===== src/rtl/dbs_pkg.sv =====
package dbs_pkg;
  typedef enum logic [1:0] {
    ST_IDLE  = 2'd0,
    ST_ISSUE = 2'd1,
    ST_WAIT  = 2'd2
  } seq_state_t;
endpackage


===== src/rtl/dbs_cfg_check.sv =====
module dbs_cfg_check #(
  parameter int BLEN_W = 8,
  parameter int THR_W  = 8
) (
  input  logic              clk,
  input  logic              rst_n,
  input  logic              split_en,
  input  logic [BLEN_W-1:0] burst_len,
  input  logic              thr_en,
  input  logic [THR_W-1:0]  thr_len,
  output logic              cfg_err
);
  localparam int MW = (BLEN_W > THR_W) ? BLEN_W : THR_W;

  logic [MW-1:0] thr_w, blen_w, rem_w;
  logic          mismatch;

  always_comb begin
    thr_w  = MW'(thr_len);
    blen_w = MW'(burst_len);
    rem_w  = (blen_w == '0) ? '0 : (thr_w % blen_w);
    mismatch = thr_en && split_en && (blen_w != '0) &&
               ((thr_w == '0) || (rem_w != '0));
  end

  always_ff @(posedge clk or negedge rst_n) begin
    if (!rst_n) cfg_err <= 1'b0;
    else        cfg_err <= mismatch;
  end


  err_needs_thr_chk: assert property (@(posedge clk) disable iff (!rst_n)
    cfg_err |-> ($past(thr_en) && $past(split_en) && ($past(burst_len) != '0)));
endmodule


===== src/rtl/dbs_beat_cnt.sv =====
module dbs_beat_cnt #(
  parameter int LEN_W = 16
) (
  input  logic             clk,
  input  logic             rst_n,
  input  logic             start,
  input  logic             active,
  input  logic             beat_done,
  input  logic [LEN_W-1:0] beats,
  output logic             burst_end
);
  logic [LEN_W-1:0] cnt;

  assign burst_end = active && beat_done && (cnt == beats - LEN_W'(1));

  always_ff @(posedge clk or negedge rst_n) begin
    if (!rst_n)                  cnt <= '0;
    else if (start)              cnt <= '0;
    else if (active && beat_done) cnt <= cnt + LEN_W'(1);
  end


  cnt_in_range_chk: assert property (@(posedge clk) disable iff (!rst_n)
    active |-> (cnt < beats));
endmodule


===== src/rtl/dbs_seq.sv =====
module dbs_seq
  import dbs_pkg::*;
#(
  parameter int ADDR_W = 32,
  parameter int LEN_W  = 16,
  parameter int BLEN_W = 8
) (
  input  logic              clk,
  input  logic              rst_n,
  input  logic              req_valid,
  output logic              req_ready,
  input  logic [ADDR_W-1:0] req_addr,
  input  logic [LEN_W-1:0]  req_words,
  input  logic              split_en,
  input  logic [BLEN_W-1:0] burst_len,
  output logic              cmd_valid,
  input  logic              cmd_ready,
  output logic [ADDR_W-1:0] cmd_addr,
  output logic [LEN_W-1:0]  cmd_beats,
  input  logic              burst_end,
  output logic              cmd_fire,
  output logic              waiting,
  output logic              done
);
  seq_state_t       state;
  logic [LEN_W-1:0] size_q, rem_q;
  logic [ADDR_W-1:0] next_addr;
  logic [LEN_W-1:0] size_d;
  logic             eff_split;
  logic             accept;

  assign req_ready = (state == ST_IDLE);
  assign cmd_valid = (state == ST_ISSUE);
  assign waiting   = (state == ST_WAIT);
  assign accept    = req_valid && req_ready;
  assign cmd_fire  = cmd_valid && cmd_ready;

  always_comb begin
    eff_split = split_en && (burst_len != '0);
    size_d    = eff_split ? LEN_W'(burst_len) : req_words;
  end

  always_ff @(posedge clk or negedge rst_n) begin
    if (!rst_n) begin
      state     <= ST_IDLE;
      size_q    <= '0;
      rem_q     <= '0;
      cmd_addr  <= '0;
      cmd_beats <= '0;
      next_addr <= '0;
      done      <= 1'b0;
    end else begin
      done <= 1'b0;
      case (state)
        ST_IDLE: if (accept) begin
          size_q   <= size_d;
          rem_q    <= req_words;
          cmd_addr <= req_addr;
          if (req_words == '0) begin
            done <= 1'b1;
          end else begin
            cmd_beats <= (req_words < size_d) ? req_words : size_d;
            state     <= ST_ISSUE;
          end
        end
        ST_ISSUE: if (cmd_ready) begin
          rem_q     <= rem_q - cmd_beats;
          next_addr <= cmd_addr + ADDR_W'({cmd_beats, 2'b00});
          state     <= ST_WAIT;
        end
        ST_WAIT: if (burst_end) begin
          if (rem_q == '0) begin
            done  <= 1'b1;
            state <= ST_IDLE;
          end else begin
            cmd_addr  <= next_addr;
            cmd_beats <= (rem_q < size_q) ? rem_q : size_q;
            state     <= ST_ISSUE;
          end
        end
        default: state <= ST_IDLE;
      endcase
    end
  end

  // Shadow of the previous command end, kept for the address checks
  logic [ADDR_W-1:0] shadow_end;
  logic              shadow_ok;
  always_ff @(posedge clk or negedge rst_n) begin
    if (!rst_n) begin
      shadow_end <= '0;
      shadow_ok  <= 1'b0;
    end else if (accept) begin
      shadow_ok <= 1'b0;
    end else if (cmd_fire) begin
      shadow_end <= cmd_addr + ADDR_W'(cmd_beats) * ADDR_W'(4);
      shadow_ok  <= 1'b1;
    end
  end


  ready_vs_cmd_chk: assert property (@(posedge clk) disable iff (!rst_n)
    !(req_ready && cmd_valid));

  addr_chain_chk: assert property (@(posedge clk) disable iff (!rst_n)
    (cmd_valid && shadow_ok) |-> (cmd_addr == shadow_end));

  cmd_hold_chk: assert property (@(posedge clk) disable iff (!rst_n)
    (cmd_valid && !cmd_ready) |=> (cmd_valid && $stable(cmd_addr) && $stable(cmd_beats)));

  beats_bound_chk: assert property (@(posedge clk) disable iff (!rst_n)
    cmd_valid |-> ((cmd_beats != '0) && (cmd_beats <= size_q)));

  done_pulse_chk: assert property (@(posedge clk) disable iff (!rst_n)
    done |-> req_ready);
endmodule


===== src/rtl/dma_burst_splitter.sv =====
module dma_burst_splitter #(
  parameter int ADDR_W = 32,
  parameter int LEN_W  = 16,
  parameter int BLEN_W = 8,
  parameter int THR_W  = 8
) (
  input  logic              clk,
  input  logic              rst_n,
  input  logic              cfg_split_en,
  input  logic [BLEN_W-1:0] cfg_burst_len,
  input  logic              cfg_thr_en,
  input  logic [THR_W-1:0]  cfg_thr_len,
  output logic              cfg_err,
  input  logic              req_valid,
  output logic              req_ready,
  input  logic [ADDR_W-1:0] req_addr,
  input  logic [LEN_W-1:0]  req_words,
  output logic              cmd_valid,
  input  logic              cmd_ready,
  output logic [ADDR_W-1:0] cmd_addr,
  output logic [LEN_W-1:0]  cmd_beats,
  input  logic              beat_done,
  output logic              done
);
  logic cmd_fire, waiting, burst_end;

  dbs_cfg_check #(.BLEN_W(BLEN_W), .THR_W(THR_W)) u_cfg (
    .clk(clk), .rst_n(rst_n), .split_en(cfg_split_en), .burst_len(cfg_burst_len),
    .thr_en(cfg_thr_en), .thr_len(cfg_thr_len), .cfg_err(cfg_err)
  );

  dbs_seq #(.ADDR_W(ADDR_W), .LEN_W(LEN_W), .BLEN_W(BLEN_W)) u_seq (
    .clk(clk), .rst_n(rst_n), .req_valid(req_valid), .req_ready(req_ready),
    .req_addr(req_addr), .req_words(req_words), .split_en(cfg_split_en),
    .burst_len(cfg_burst_len), .cmd_valid(cmd_valid), .cmd_ready(cmd_ready),
    .cmd_addr(cmd_addr), .cmd_beats(cmd_beats), .burst_end(burst_end),
    .cmd_fire(cmd_fire), .waiting(waiting), .done(done)
  );

  dbs_beat_cnt #(.LEN_W(LEN_W)) u_cnt (
    .clk(clk), .rst_n(rst_n), .start(cmd_fire), .active(waiting),
    .beat_done(beat_done), .beats(cmd_beats), .burst_end(burst_end)
  );


  no_cmd_while_wait_chk: assert property (@(posedge clk) disable iff (!rst_n)
    waiting |-> !cmd_valid);
endmodule


===== config.mk =====
export PLATFORM = sky130hd
export DESIGN_NAME = dma_burst_splitter
export DESIGN_NICKNAME = d
export VERILOG_FILES = /design/src/rtl/dbs_pkg.sv /design/src/rtl/dbs_cfg_check.sv /design/src/rtl/dbs_beat_cnt.sv /design/src/rtl/dbs_seq.sv /design/src/rtl/dma_burst_splitter.sv
export SDC_FILE = /design/constraint.sdc
export NUM_CORES = 1
export LEC_CHECK = 0
export BUFFER_PORTS_ARGS = -buffer_cell sky130_fd_sc_hd__buf_4
export CAP_MARGIN = 20
export CORE_AREA = 2 2 190 136
export DETAILED_ROUTE_END_ITERATION = 8
export DIE_AREA = 0 0 192 138
export GPL_ROUTABILITY_DRIVEN = 0
export PLACE_DENSITY_LB_ADDON = 0.25
export SLEW_MARGIN = 20
export SYNTH_ARGS = -nofsm -noshare
export SYNTH_HDL_FRONTEND = slang
export SYNTH_HIERARCHICAL = 1
export SYNTH_SLANG_ARGS = --single-unit
export TNS_END_PERCENT = 20

===== constraint.sdc =====
create_clock -name clk -period 3.85 [get_ports clk]
set_clock_uncertainty 0.15 [all_clocks]
set_input_delay 0.385 -clock clk [delete_from_list [all_inputs] [get_ports clk]]
set_output_delay 0.385 -clock clk [all_outputs]
set_load 0.03 [all_outputs]

==> metrics.cfg, run 1 <==
[status]
run_status = finished with violations
violations = negative setup slack

[die]
start_util = 0.428
die_x_um = 192
die_area_sq_um = 26500
fp.dieH_um = 138
io-pin-count = 123
core_area_sq_um = 25000
rows = 49

[timing]
slew_headroom = 0.414
worst_pin_slew_ps = 878
grt_setup_unrepaired = true
period_minus_slack_ps = 9690
timing.final.hold_violations = 0
worst_slack_ps = -5840
fin_setup_tns_ps = -5840
hold_ws_ps = 40.8
drv_slew = 0
setup_violations = 1
max_freq_mhz = 103
period_share = 2.52

[placed_design]
hpwl_um = 25800
port_buffers = 122

[detailed_routing]
routedWlPerCell_um = 18.3
drt_wl_total_um = 34800
vias = 10900
drc = 0
ant_nets = 0
drtIter0Drc = 963
vias_per_cell = 5.72
first_pass_iters = 7

[critical_path]
r2r_start = u_seq/cmd_beats[8]
cp-start-kind = input port
worstPathRequired_ps = 4020
worst_path_max_delay_cell = or4b_4
crit_path_end_kind = flop
crit_top_cell = ha_1
worstPathMaxFanout = 6
path_class = input port to flop
critical_path.startpoint = cfg_burst_len[7]
cp.arrival_ps = 9860
critPathMaxStageDelay_ps = 490

[global_routing]
gr-total-overflow = 0
first_global_vias = 10400
antenna_found_initial = 0
grt_start_max_net_pins = 92
grt_pass1_wl_um = 56200
track_usage = 0.267

[yosys]
async_flop_share = 1.00
yosys_warnings = 6
synth_cell_type_count = 85
synth_edf_count = 0
ys_dominant_reg_cell = dfrtp_1
synthesis.instances = 1301
ys_ff_latch = 132
syn_area_sq_um = 10700
syn_area_per_cell_sq_um = 8.23
synth_nets = 1468
ys_seq_area_frac = 0.308

[final_layout]
final-seq-area_sq_um = 3300
final_cell_mix = buf_4, nand2_1, dfrtp_1
nFillCells = 2276
fin_nets = 1723
drive_gt1_frac = 0.261
diodes = 0
multi_input_area_sq_um = 7330
area_growth_pct = 31.4
final_common_cell = buf_4

[clock_tree]
insertion_delay_ps = 430
h-tree-depth = 4
cts_buffers = 17
cts_root_buf = clkbuf_16
cts_tree = built
clk_pin_slew_ps = 60
clock-sinks = 132
clockBufferDepth = 2

[flow_run]
drv_cap = 0

[power_and_ir_drop]
peakVddDrop_uv = 429
leakagePower_nw = 6.49
power_density_nw_per_um2 = 836

[worst_hold_path]
min_from = req_words[8]
min_path_type = input port to flop

final timing paths:
| check | slack, ps | end | cells past startpoint |
|---|---|---|---|
| worst min-delay path | 40 | u_seq/size_q[8] | 3 |
| worst max-delay path | -5840 | u_cfg/cfg_err | 50 |
| worst max register to register | 230 | u_seq/cmd_beats[6] | 10 |
| worst min register to register | 330 | u_seq/next_addr[2] | 2 |
| max in group asynchronous | 2350 | u_cnt/cnt[3] | 3 |
| min in group asynchronous | 460 | u_seq/next_addr[18] | 2 |
power breakdown:
| group | internal [mW] | total, mW | switching [mW] |
|---|---|---|---|
| registers | 2.00 | 2.68 | 0.678 |
| clock network | 1.01 | 1.65 | 0.643 |
| logic | 3.02 | 7.44 | 4.42 |
metal layers:
layer | part of all wire | vias to the layer above | track usage
li1 | - | 5214 | -
met1 | 0.50 | 5190 | 0.421
met2 | 0.41 | 413 | 0.373
met3 | 0.072 | 37 | 0.0553
met4 | 0.012 | 0 | 0.0558
met5 | 0 | - | 0
through the flow:
| stage | instances | util | total power, mW | area, sq um | worst slack (ps) |
|---|---|---|---|---|---|
| 3_5_place_dp | 1850 | 0.524 | 9.81 | 13100 | -6510 |
| 5_1_grt | 1899 | 0.563 | 12.7 | 14100 | -6390 |
| 3_3_place_gp | 1850 | 0.524 | 9.68 | 13100 | -6120 |
| 2_1_floorplan | 1301 | - | 7.53 | 10900 | -5880 |
| 6_report | 1899 | 0.563 | 11.8 | 14100 | -5840 |
| 4_1_cts | 1896 | 0.558 | 11.6 | 13900 | -5600 |
cell usage after synthesis, types with 21 or more instances:
library cell,n,area share
mux2i_1,30,0.028
xnor2_1,40,0.033
nor2_1,112,0.039
a31oi_1,48,0.028
nand2_1,194,0.068
nor3_1,23,0.011
o21ai_0,92,0.043
a21oi_1,65,0.030
ha_1,93,0.11
clkbuf_1,34,0.012
inv_1,76,0.027
xor2_1,37,0.030
a21o_1,21,0.015
dfrtp_1,132,0.31
flip-flops by register name (all words and copies together) (netlist names):
register         cells
u_seq/next_addr     32
u_seq/size_q        16
u_seq/rem_q         16
u_cfg/cfg_err        1
u_cnt/cnt           16
u_seq/cmd_addr      32
u_seq/cmd_beats     16
u_seq/done           1
u_seq/state          2
final cells by class:
cell class / instances / share of cell area
clock buffer: 21 / 0.0313
clock inverter: 10 / 0.00951
inverter: 77 / 0.0205
multi-input combinational: 1044 / 0.521
sequential: 132 / 0.235
tap: 331 / 0.0294
timing repair buffer: 284 / 0.154
kinds of logic (layout without fill, tap and decap cells):
| family | Yosys count | after routing | synth area share |
|---|---|---|---|
| AND/OR/NAND/NOR | 478 | 478 | 0.211 |
| AO/OA/AOI/OAI | 355 | 355 | 0.221 |
| flip-flops | 132 | 132 | 0.308 |
| buffers and inverters | 125 | 392 | 0.0457 |
| adder cells (fa/ha/maj) | 96 | 96 | 0.114 |
| XOR/XNOR | 77 | 77 | 0.0630 |
| multiplexers | 38 | 38 | 0.0368 |
worst max-delay path: cells and delay by family:
| family | cells | cell delay, ps |
|---|---|---|
| adders and majority gates | 7 | 1930 |
| xor gates and xnor gates | 1 | 140 |
| and+or+nand+nor | 14 | 2450 |
| buffers and inverters | 3 | 460 |
| AOI/OAI and AO/OA | 24 | 4400 |
| muxes | 1 | 70 |
repair_timing:
item | 4_1_cts | 5_1_grt
hold endpoints to repair | 90 | 0
pin swaps | 20 | 15
setup endpoints to repair | 1 | 2
hold buffers | 1 | 0
setup buffers | 14 | 3
resized for setup | 32 | 19
Power figures use the tool's default switching activity.
==> run 2: changes to the inputs <==
--- a/config.mk
+++ b/config.mk
@@ -11,7 +11,7 @@
 export DETAILED_ROUTE_END_ITERATION = 8
 export DIE_AREA = 0 0 192 138
 export GPL_ROUTABILITY_DRIVEN = 0
-export PLACE_DENSITY_LB_ADDON = 0.25
+export SKIP_LAST_GASP = 1
 export SLEW_MARGIN = 20
 export SYNTH_ARGS = -nofsm -noshare
 export SYNTH_HDL_FRONTEND = slang
==> run 2 against run 1 <==
Combinational power up 0.5%. The flow still finishes with violations (negative setup slack). Non-clock buffer count grew 23. Largest cell class unchanged. Maximum frequency shrank 2.6%. Power is 1.7% higher. Global-route usage down 0.27 points. Clock power rose by 9%. Count of clock-buffer cells in the layout shrank 1. Design area increased by 2.5%.
==> metrics.cfg, run 2 (same netlist as run 1, synthesis figures left out) <==
[detailed_routing]
ant_nets = 0  ; unchanged
first_pass_iters = 5  ; was 7
routedWlPerCell_um = 18.5  ; was 18.3 um
drt_wl_total_um = 35600  ; was 34,800 um
drtIter0Drc = 868  ; was 963
vias = 10700  ; was 10,900
drc = 0  ; unchanged
vias_per_cell = 5.58  ; was 5.72

[timing]
setup_violations = 1  ; unchanged
worst_pin_slew_ps = 821  ; was 878 ps
timing.final.hold_violations = 0  ; unchanged
period_share = 2.58  ; was 2.52
drv_slew = 0  ; unchanged
worst_slack_ps = -6100  ; was -5840 ps
hold_ws_ps = 43.3  ; was 40.8 ps
slew_headroom = 0.448  ; was 0.414
max_freq_mhz = 101  ; was 103 MHz
grt_setup_unrepaired = true  ; unchanged
fin_setup_tns_ps = -6100  ; was -5840 ps
period_minus_slack_ps = 9950  ; was 9690 ps

[critical_path]
worstPathMaxFanout = 6  ; unchanged
worstPathRequired_ps = 4010  ; was 4020 ps
cp.arrival_ps = 10110  ; was 9860 ps
cp.depth = 52  ; was 50
worst_path_max_delay_cell = or3b_4  ; was or4b_4
cp-start-kind = input port  ; unchanged
crit_path_end_kind = flop  ; unchanged
r2r_cells = 10  ; unchanged
crit_family = compound AO/OA/AOI/OAI gates  ; unchanged
path_buf_inv = 10  ; was 3
path_class = input port to flop  ; unchanged
crit_top_cell = buf_4  ; was ha_1
critPathMaxStageDelay_ps = 420  ; was 490 ps

[final_layout]
final_cell_mix = buf_4, nand2_1, dfrtp_1  ; unchanged
top_regs = u_seq/cmd_addr: 32 flops, u_seq/next_addr: 32 flops  ; unchanged
drive_gt1_frac = 0.284  ; was 0.261
fin_cells = 1923  ; was 1,899
fin_nets = 1746  ; was 1,723
multi_input_area_sq_um = 7420  ; was 7330 sq um
nFillCells = 2333  ; was 2,276
area_growth_pct = 34.7  ; was 31.4%
final_common_cell = buf_4  ; unchanged
stdcell_area_sq_um = 14400  ; was 14,100 sq um
diodes = 0  ; unchanged
final-seq-area_sq_um = 3300  ; unchanged
final_core_utilization = 0.577  ; was 0.563

[placed_design]
dpl-instance-area_sq_um = 13200  ; was 13,100 sq um
post-place-ws_ps = -6390  ; was -6510 ps
hpwl_um = 26500  ; was 25,800 um
dp_cells = 1864  ; was 1,850
port_buffers = 122  ; unchanged

[die]
io-pin-count = 123  ; unchanged
die_x_um = 192  ; unchanged
start_util = 0.428  ; unchanged
fp.dieH_um = 138  ; unchanged
die_area_sq_um = 26500  ; unchanged
rows = 49  ; unchanged
core_area_sq_um = 25000  ; unchanged

[global_routing]
antenna_found_initial = 0  ; unchanged
track_usage = 0.265  ; was 0.267
first_global_vias = 9879  ; was 10,400
grt_pass1_wl_um = 55200  ; was 56,200 um
grt_start_max_net_pins = 74  ; was 92
gr-total-overflow = 0  ; unchanged

[clock_tree]
clock-sinks = 132  ; unchanged
clockBufferDepth = 2  ; unchanged
h-tree-depth = 4  ; unchanged
cts_tree = built  ; unchanged
clk_pin_slew_ps = 70  ; was 60 ps
insertion_delay_ps = 420  ; was 430 ps
cts_buffers = 17  ; unchanged
cts_root_buf = clkbuf_16  ; unchanged

[worst_hold_path]
min_path_type = input port to flop  ; unchanged
min_path_cells = 2  ; was 3

[power_and_ir_drop]
leakagePower_nw = 6.63  ; was 6.49 nW
power_density_nw_per_um2 = 830  ; was 836 nW/um^2
total_power_mw = 12.0  ; was 11.8 mW
peakVddDrop_uv = 567  ; was 429 uV

[status]
violations = negative setup slack  ; unchanged
run_status = finished with violations  ; unchanged

[flow_run]
drv_cap = 0  ; unchanged

## run 2: cell types whose count changed in the layout (fill, tap and decap cells not counted), sizes merged
cell	previous run	this run
clkinvlp	2	1
clkinv	5	8
inv	77	76
buf	283	306
clkbuf	21	20
bufinv	3	4
## run 2: final timing paths
check                                    start  slack [ps]                  end
hold reg to reg            u_seq/next_addr[10]         330  u_seq/next_addr[10]
max in group asynchronous                rst_n        2340       u_seq/state[1]
min in group asynchronous                rst_n         380  u_seq/next_addr[19]
setup / recovery              cfg_burst_len[5]       -6100        u_cfg/cfg_err
hold / removal                       cmd_ready          40       u_seq/state[0]
setup reg to reg            u_seq/cmd_beats[8]         220   u_seq/cmd_beats[6]
## run 2: report_power, final
| part | total (mW) | internal, mW | switching (mW) |
|---|---|---|---|
| Clock | 1.80 | 1.14 | 0.663 |
| Combinational | 7.48 | 3.08 | 4.40 |
| Sequential | 2.69 | 2.00 | 0.687 |
## run 2: routing by layer
metal / part of all wire / global-route usage / vias to the layer above
met2: 0.41 / 0.362 / 299
met3: 0.063 / 0.0487 / 11
met1: 0.52 / 0.434 / 5159
met5: 0 / 0 / -
met4: 0.0052 / 0.0346 / 0
li1: - / - / 5255
## run 2: what timing repair did
action	in CTS	in global routing
hold buffers	1	0
gates resized for setup	10	58
endpoints found under the setup margin	1	2
buffers inserted	5	22
pin swaps	7	51
endpoints found under the hold margin	70	0
## run 2: final cells by class
| cell class | instances | share of cell area |
|---|---|---|
| clock buffers | 20 | 0.0324 |
| clock inverters | 12 | 0.0123 |
| inverters | 77 | 0.0200 |
| multi-input cells | 1044 | 0.515 |
| flip-flops and latches | 132 | 0.229 |
| well taps | 331 | 0.0287 |
| repair buffers | 307 | 0.163 |
## run 2: worst register-to-register path: stages, from the launching register on
cell      delay [ps]
dfrtp_1          380
or4_1            690
nor3_2           270
a41oi_1          190
nor4_2           200
nand4_1          130
nor4_2           430
nand3_1          190
a21oi_4          250
nand2_1          250
o221ai_1         370
==> run 3: changes to the inputs <==
--- a/config.mk
+++ b/config.mk
@@ -7,14 +7,14 @@
 export LEC_CHECK = 0
 export BUFFER_PORTS_ARGS = -buffer_cell sky130_fd_sc_hd__buf_4
 export CAP_MARGIN = 20
-export CORE_AREA = 2 2 190 136
+export CORE_AREA = 2 2 191 137
+export CTS_CLUSTER_DIAMETER = 100
 export DETAILED_ROUTE_END_ITERATION = 8
-export DIE_AREA = 0 0 192 138
+export DIE_AREA = 0 0 193 139
 export GPL_ROUTABILITY_DRIVEN = 0
 export SKIP_LAST_GASP = 1
 export SLEW_MARGIN = 20
 export SYNTH_ARGS = -nofsm -noshare
 export SYNTH_HDL_FRONTEND = slang
-export SYNTH_HIERARCHICAL = 1
 export SYNTH_SLANG_ARGS = --single-unit
 export TNS_END_PERCENT = 20
==> run 3 against run 2 <==
The flow still finishes with violations (negative setup slack). Synthesized area rose by 1.6%. First-iteration DRC count fell by 14%. Die area rose by 1.2%. Maximum frequency rose by 6.0%. Setup slack improved by 560 ps. Critical path depth fell by 2. Utilization fell by 0.23 points. Highest routed layer unchanged. Power fell by 3.5%.
==> metrics.cfg, run 3 <==
[status]
run_status = finished with violations  ; unchanged
violations = negative setup slack  ; unchanged

[detailed_routing]
wl_met3_um = 2190  ; was 2240 um
vias_per_cell = 5.58  ; about the same
vias = 10500  ; was 10,700
ant_nets = 0  ; unchanged
met2WireLength_um = 13800  ; was 14,700 um
routedWlPerCell_um = 18.1  ; was 18.5 um
drt_wl_total_um = 34000  ; was 35,600 um
highest_layer = met4  ; unchanged
drtIter0Drc = 746  ; was 868
first_pass_iters = 5  ; unchanged
drc = 0  ; unchanged
wl_met1_um = 17700  ; was 18,500 um

[yosys]
synth_mux_area_frac = 0.0974  ; was 0.0368
ys_ff_latch = 132  ; unchanged
synthesis.instances = 1278  ; was 1,301
async_flop_share = 1.00  ; unchanged
ys_seq_area_frac = 0.303  ; was 0.308
synth-simple-area-share = 0.210  ; was 0.211
synth_top_family_by_area = simple AND/OR/NAND/NOR gates  ; was compound AO/OA/AOI/OAI gates
yosysTopAreaCell = dfrtp_1  ; unchanged
synth-xor-area-share = 0.0539  ; was 0.0630
synth_cell_type_count = 75  ; was 85
synth_commonest_cells = nand2_1, dfrtp_1, ha_1  ; was nand2_1, dfrtp_1, nor2_1
synth_nets = 1445  ; was 1,468
syn_area_sq_um = 10900  ; was 10,700 sq um
syn_area_per_cell_sq_um = 8.52  ; was 8.23 sq um
ys_dominant_reg_cell = dfrtp_1  ; unchanged
synth.area.top_cells = dfrtp_1, ha_1, nand2_1  ; unchanged
yosys_warnings = 0  ; was 6
synth_top_area_frac = 0.303  ; was 0.308
synth_compound_area_frac = 0.176  ; was 0.221
synth_fa_ha_area_frac = 0.112  ; was 0.114
synth_edf_count = 0  ; unchanged
yosysMostFrequentCell = nand2_1  ; unchanged

[final_layout]
diodes = 0  ; unchanged
area_growth_pct = 32.7  ; was 34.7%
drive_gt1_frac = 0.293  ; was 0.284
top_regs = u_seq.cmd_addr: 32 flops, u_seq.next_addr: 32 flops  ; was u_seq/cmd_addr: 32 flops, u_seq/next_addr: 32 flops
multi_input_area_sq_um = 7690  ; was 7420 sq um
final_common_cell = buf_4  ; unchanged
fin_nets = 1703  ; was 1,746
final-seq-area_sq_um = 3300  ; unchanged
nFillCells = 2314  ; was 2,333
final_cell_mix = buf_4, nand2_1, dfrtp_1  ; unchanged

[die]
die_x_um = 193  ; was 192 um
core_area_sq_um = 25100  ; was 25,000 sq um
fp.dieH_um = 139  ; was 138 um
rows = 49  ; unchanged
start_util = 0.433  ; was 0.428
io-pin-count = 123  ; unchanged
die_area_sq_um = 26800  ; was 26,500 sq um

[power_and_ir_drop]
seqPwrFrac = 0.234  ; was 0.224
p_int_mw = 6.17  ; was 6.21 mW
peakVddDrop_uv = 454  ; was 567 uV
power_frac_comb = 0.624  ; was 0.625
p_clk_frac = 0.142  ; was 0.150
switching_share = 0.466  ; was 0.481
p_switching_mw = 5.38  ; was 5.75 mW
leakagePower_nw = 6.76  ; was 6.63 nW
power_density_nw_per_um2 = 800  ; was 830 nW/um^2

[clock_tree]
clk_pin_slew_ps = 60  ; was 70 ps
h-tree-depth = 4  ; unchanged
cts_tree = built  ; unchanged
cts_root_buf = clkbuf_16  ; unchanged
clockBufferDepth = 2  ; unchanged
insertion_delay_ps = 420  ; about the same
clock-sinks = 132  ; unchanged
cts_buffers = 17  ; unchanged

[critical_path]
critPathMaxStageDelay_ps = 380  ; was 420 ps
path_class = input port to flop  ; unchanged
cp-start-kind = input port  ; unchanged
worst_path_max_delay_cell = or3_1  ; was or3b_4
worstPathMaxFanout = 6  ; unchanged
crit_path_end_kind = flop  ; unchanged
worstPathRequired_ps = 3980  ; was 4010 ps
cp.arrival_ps = 9520  ; was 10,110 ps
crit_top_cell = ha_4  ; was buf_4

[global_routing]
grt_start_max_net_pins = 72  ; was 74
gr-total-overflow = 0  ; unchanged
antenna_found_initial = 0  ; unchanged
first_global_vias = 9939  ; was 9,879
track_usage = 0.256  ; was 0.265
grt_pass1_wl_um = 53900  ; was 55,200 um

[worst_hold_path]
min_path_type = input port to flop  ; unchanged

[timing]
period_share = 2.44  ; was 2.58
grt_setup_unrepaired = true  ; unchanged
timing.final.hold_violations = 0  ; unchanged
period_minus_slack_ps = 9380  ; was 9950 ps
setup_violations = 1  ; unchanged
max_freq_mhz = 107  ; was 101 MHz
fin_setup_tns_ps = -5530  ; was -6100 ps
slew_headroom = 0.176  ; was 0.448
worst_slack_ps = -5530  ; was -6100 ps
worst_pin_slew_ps = 1230  ; was 821 ps
hold_ws_ps = 74.9  ; was 43.3 ps
drv_slew = 0  ; unchanged

[placed_design]
hpwl_um = 25500  ; was 26,500 um
port_buffers = 122  ; unchanged

[flow_run]
drv_cap = 0  ; unchanged

[run 3: cells by family (layout without fill, tap and decap cells)]
kind of cell,count (synthesis),after routing
xor+xnor,67,67
mux,89,89
flops,132,132
buf+inv,117,387
simple gates,479,479
fa+ha+maj,96,96
compound gates,298,299
[run 3: layout make-up]
class	instances	area share
Clock inverter	13	0.00927
Inverter	71	0.0185
Multi-Input combinational cell	1030	0.533
Clock buffer	19	0.0314
Sequential cell	132	0.229
Tap cell	331	0.0287
Timing Repair Buffer	284	0.151
[run 3: stage by stage]
step	total power, mW	instance area, sq um	utilization	std cells	setup slack, ps
CTS	11.5	14300	0.568	1878	-5440
floorplan	7.54	11200	-	1278	-5920
finish	11.6	14400	0.574	1880	-5530
global route	12.4	14400	0.574	1880	-6000
global placement	9.52	13300	0.531	1826	-5900
detailed placement	9.66	13300	0.531	1826	-6290
[run 3: power by group through the flow]
stage	Sequential (mW)	Combinational, mW	Clock [mW]
6_report	2.70	7.21	1.64
5_1_grt	2.80	7.89	1.72
4_1_cts	2.69	7.11	1.66
3_5_place_dp	2.71	6.95	0
3_3_place_gp	2.70	6.82	0
2_1_floorplan	3.00	4.54	0
[run 3: routing by layer]
layer | vias up | global-route usage
li1 | 5107 | -
met1 | 5075 | 0.408
met2 | 286 | 0.353
met3 | 27 | 0.0496
met4 | 0 | 0.0482
met5 | - | 0
[run 3: worst paths after layout]
check	start	end	slack (ps)	depth (start not counted)
setup / recovery	cfg_burst_len[5]	u_cfg.cfg_err	-5530	50
hold / removal	beat_done	u_cnt.cnt[1]	70	3
setup reg to reg	u_seq.cmd_beats[1]	u_seq.cmd_beats[15]	210	12
hold reg to reg	u_seq.next_addr[2]	u_seq.next_addr[2]	330	2
max in group asynchronous	rst_n	u_seq.done	2300	3
min in group asynchronous	rst_n	u_seq.size_q[2]	410	2
[run 3: worst max-delay path, delay by kind of cell]
kind / cells / cell delay (ps)
fa+ha+maj: 7 / 1810
mux: 2 / 420
buf+inv: 5 / 750
simple gates: 12 / 2210
compound gates: 24 / 3930
[run 3: what timing repair did]
item / in CTS / in global routing
hold buffers: 1 / 0
hold endpoints to repair: 68 / 0
cloned: 1 / 0
pin swaps: 32 / 26
gates resized for setup: 44 / 27
endpoints found under the setup margin: 1 / 6
buffers inserted: 19 / 2
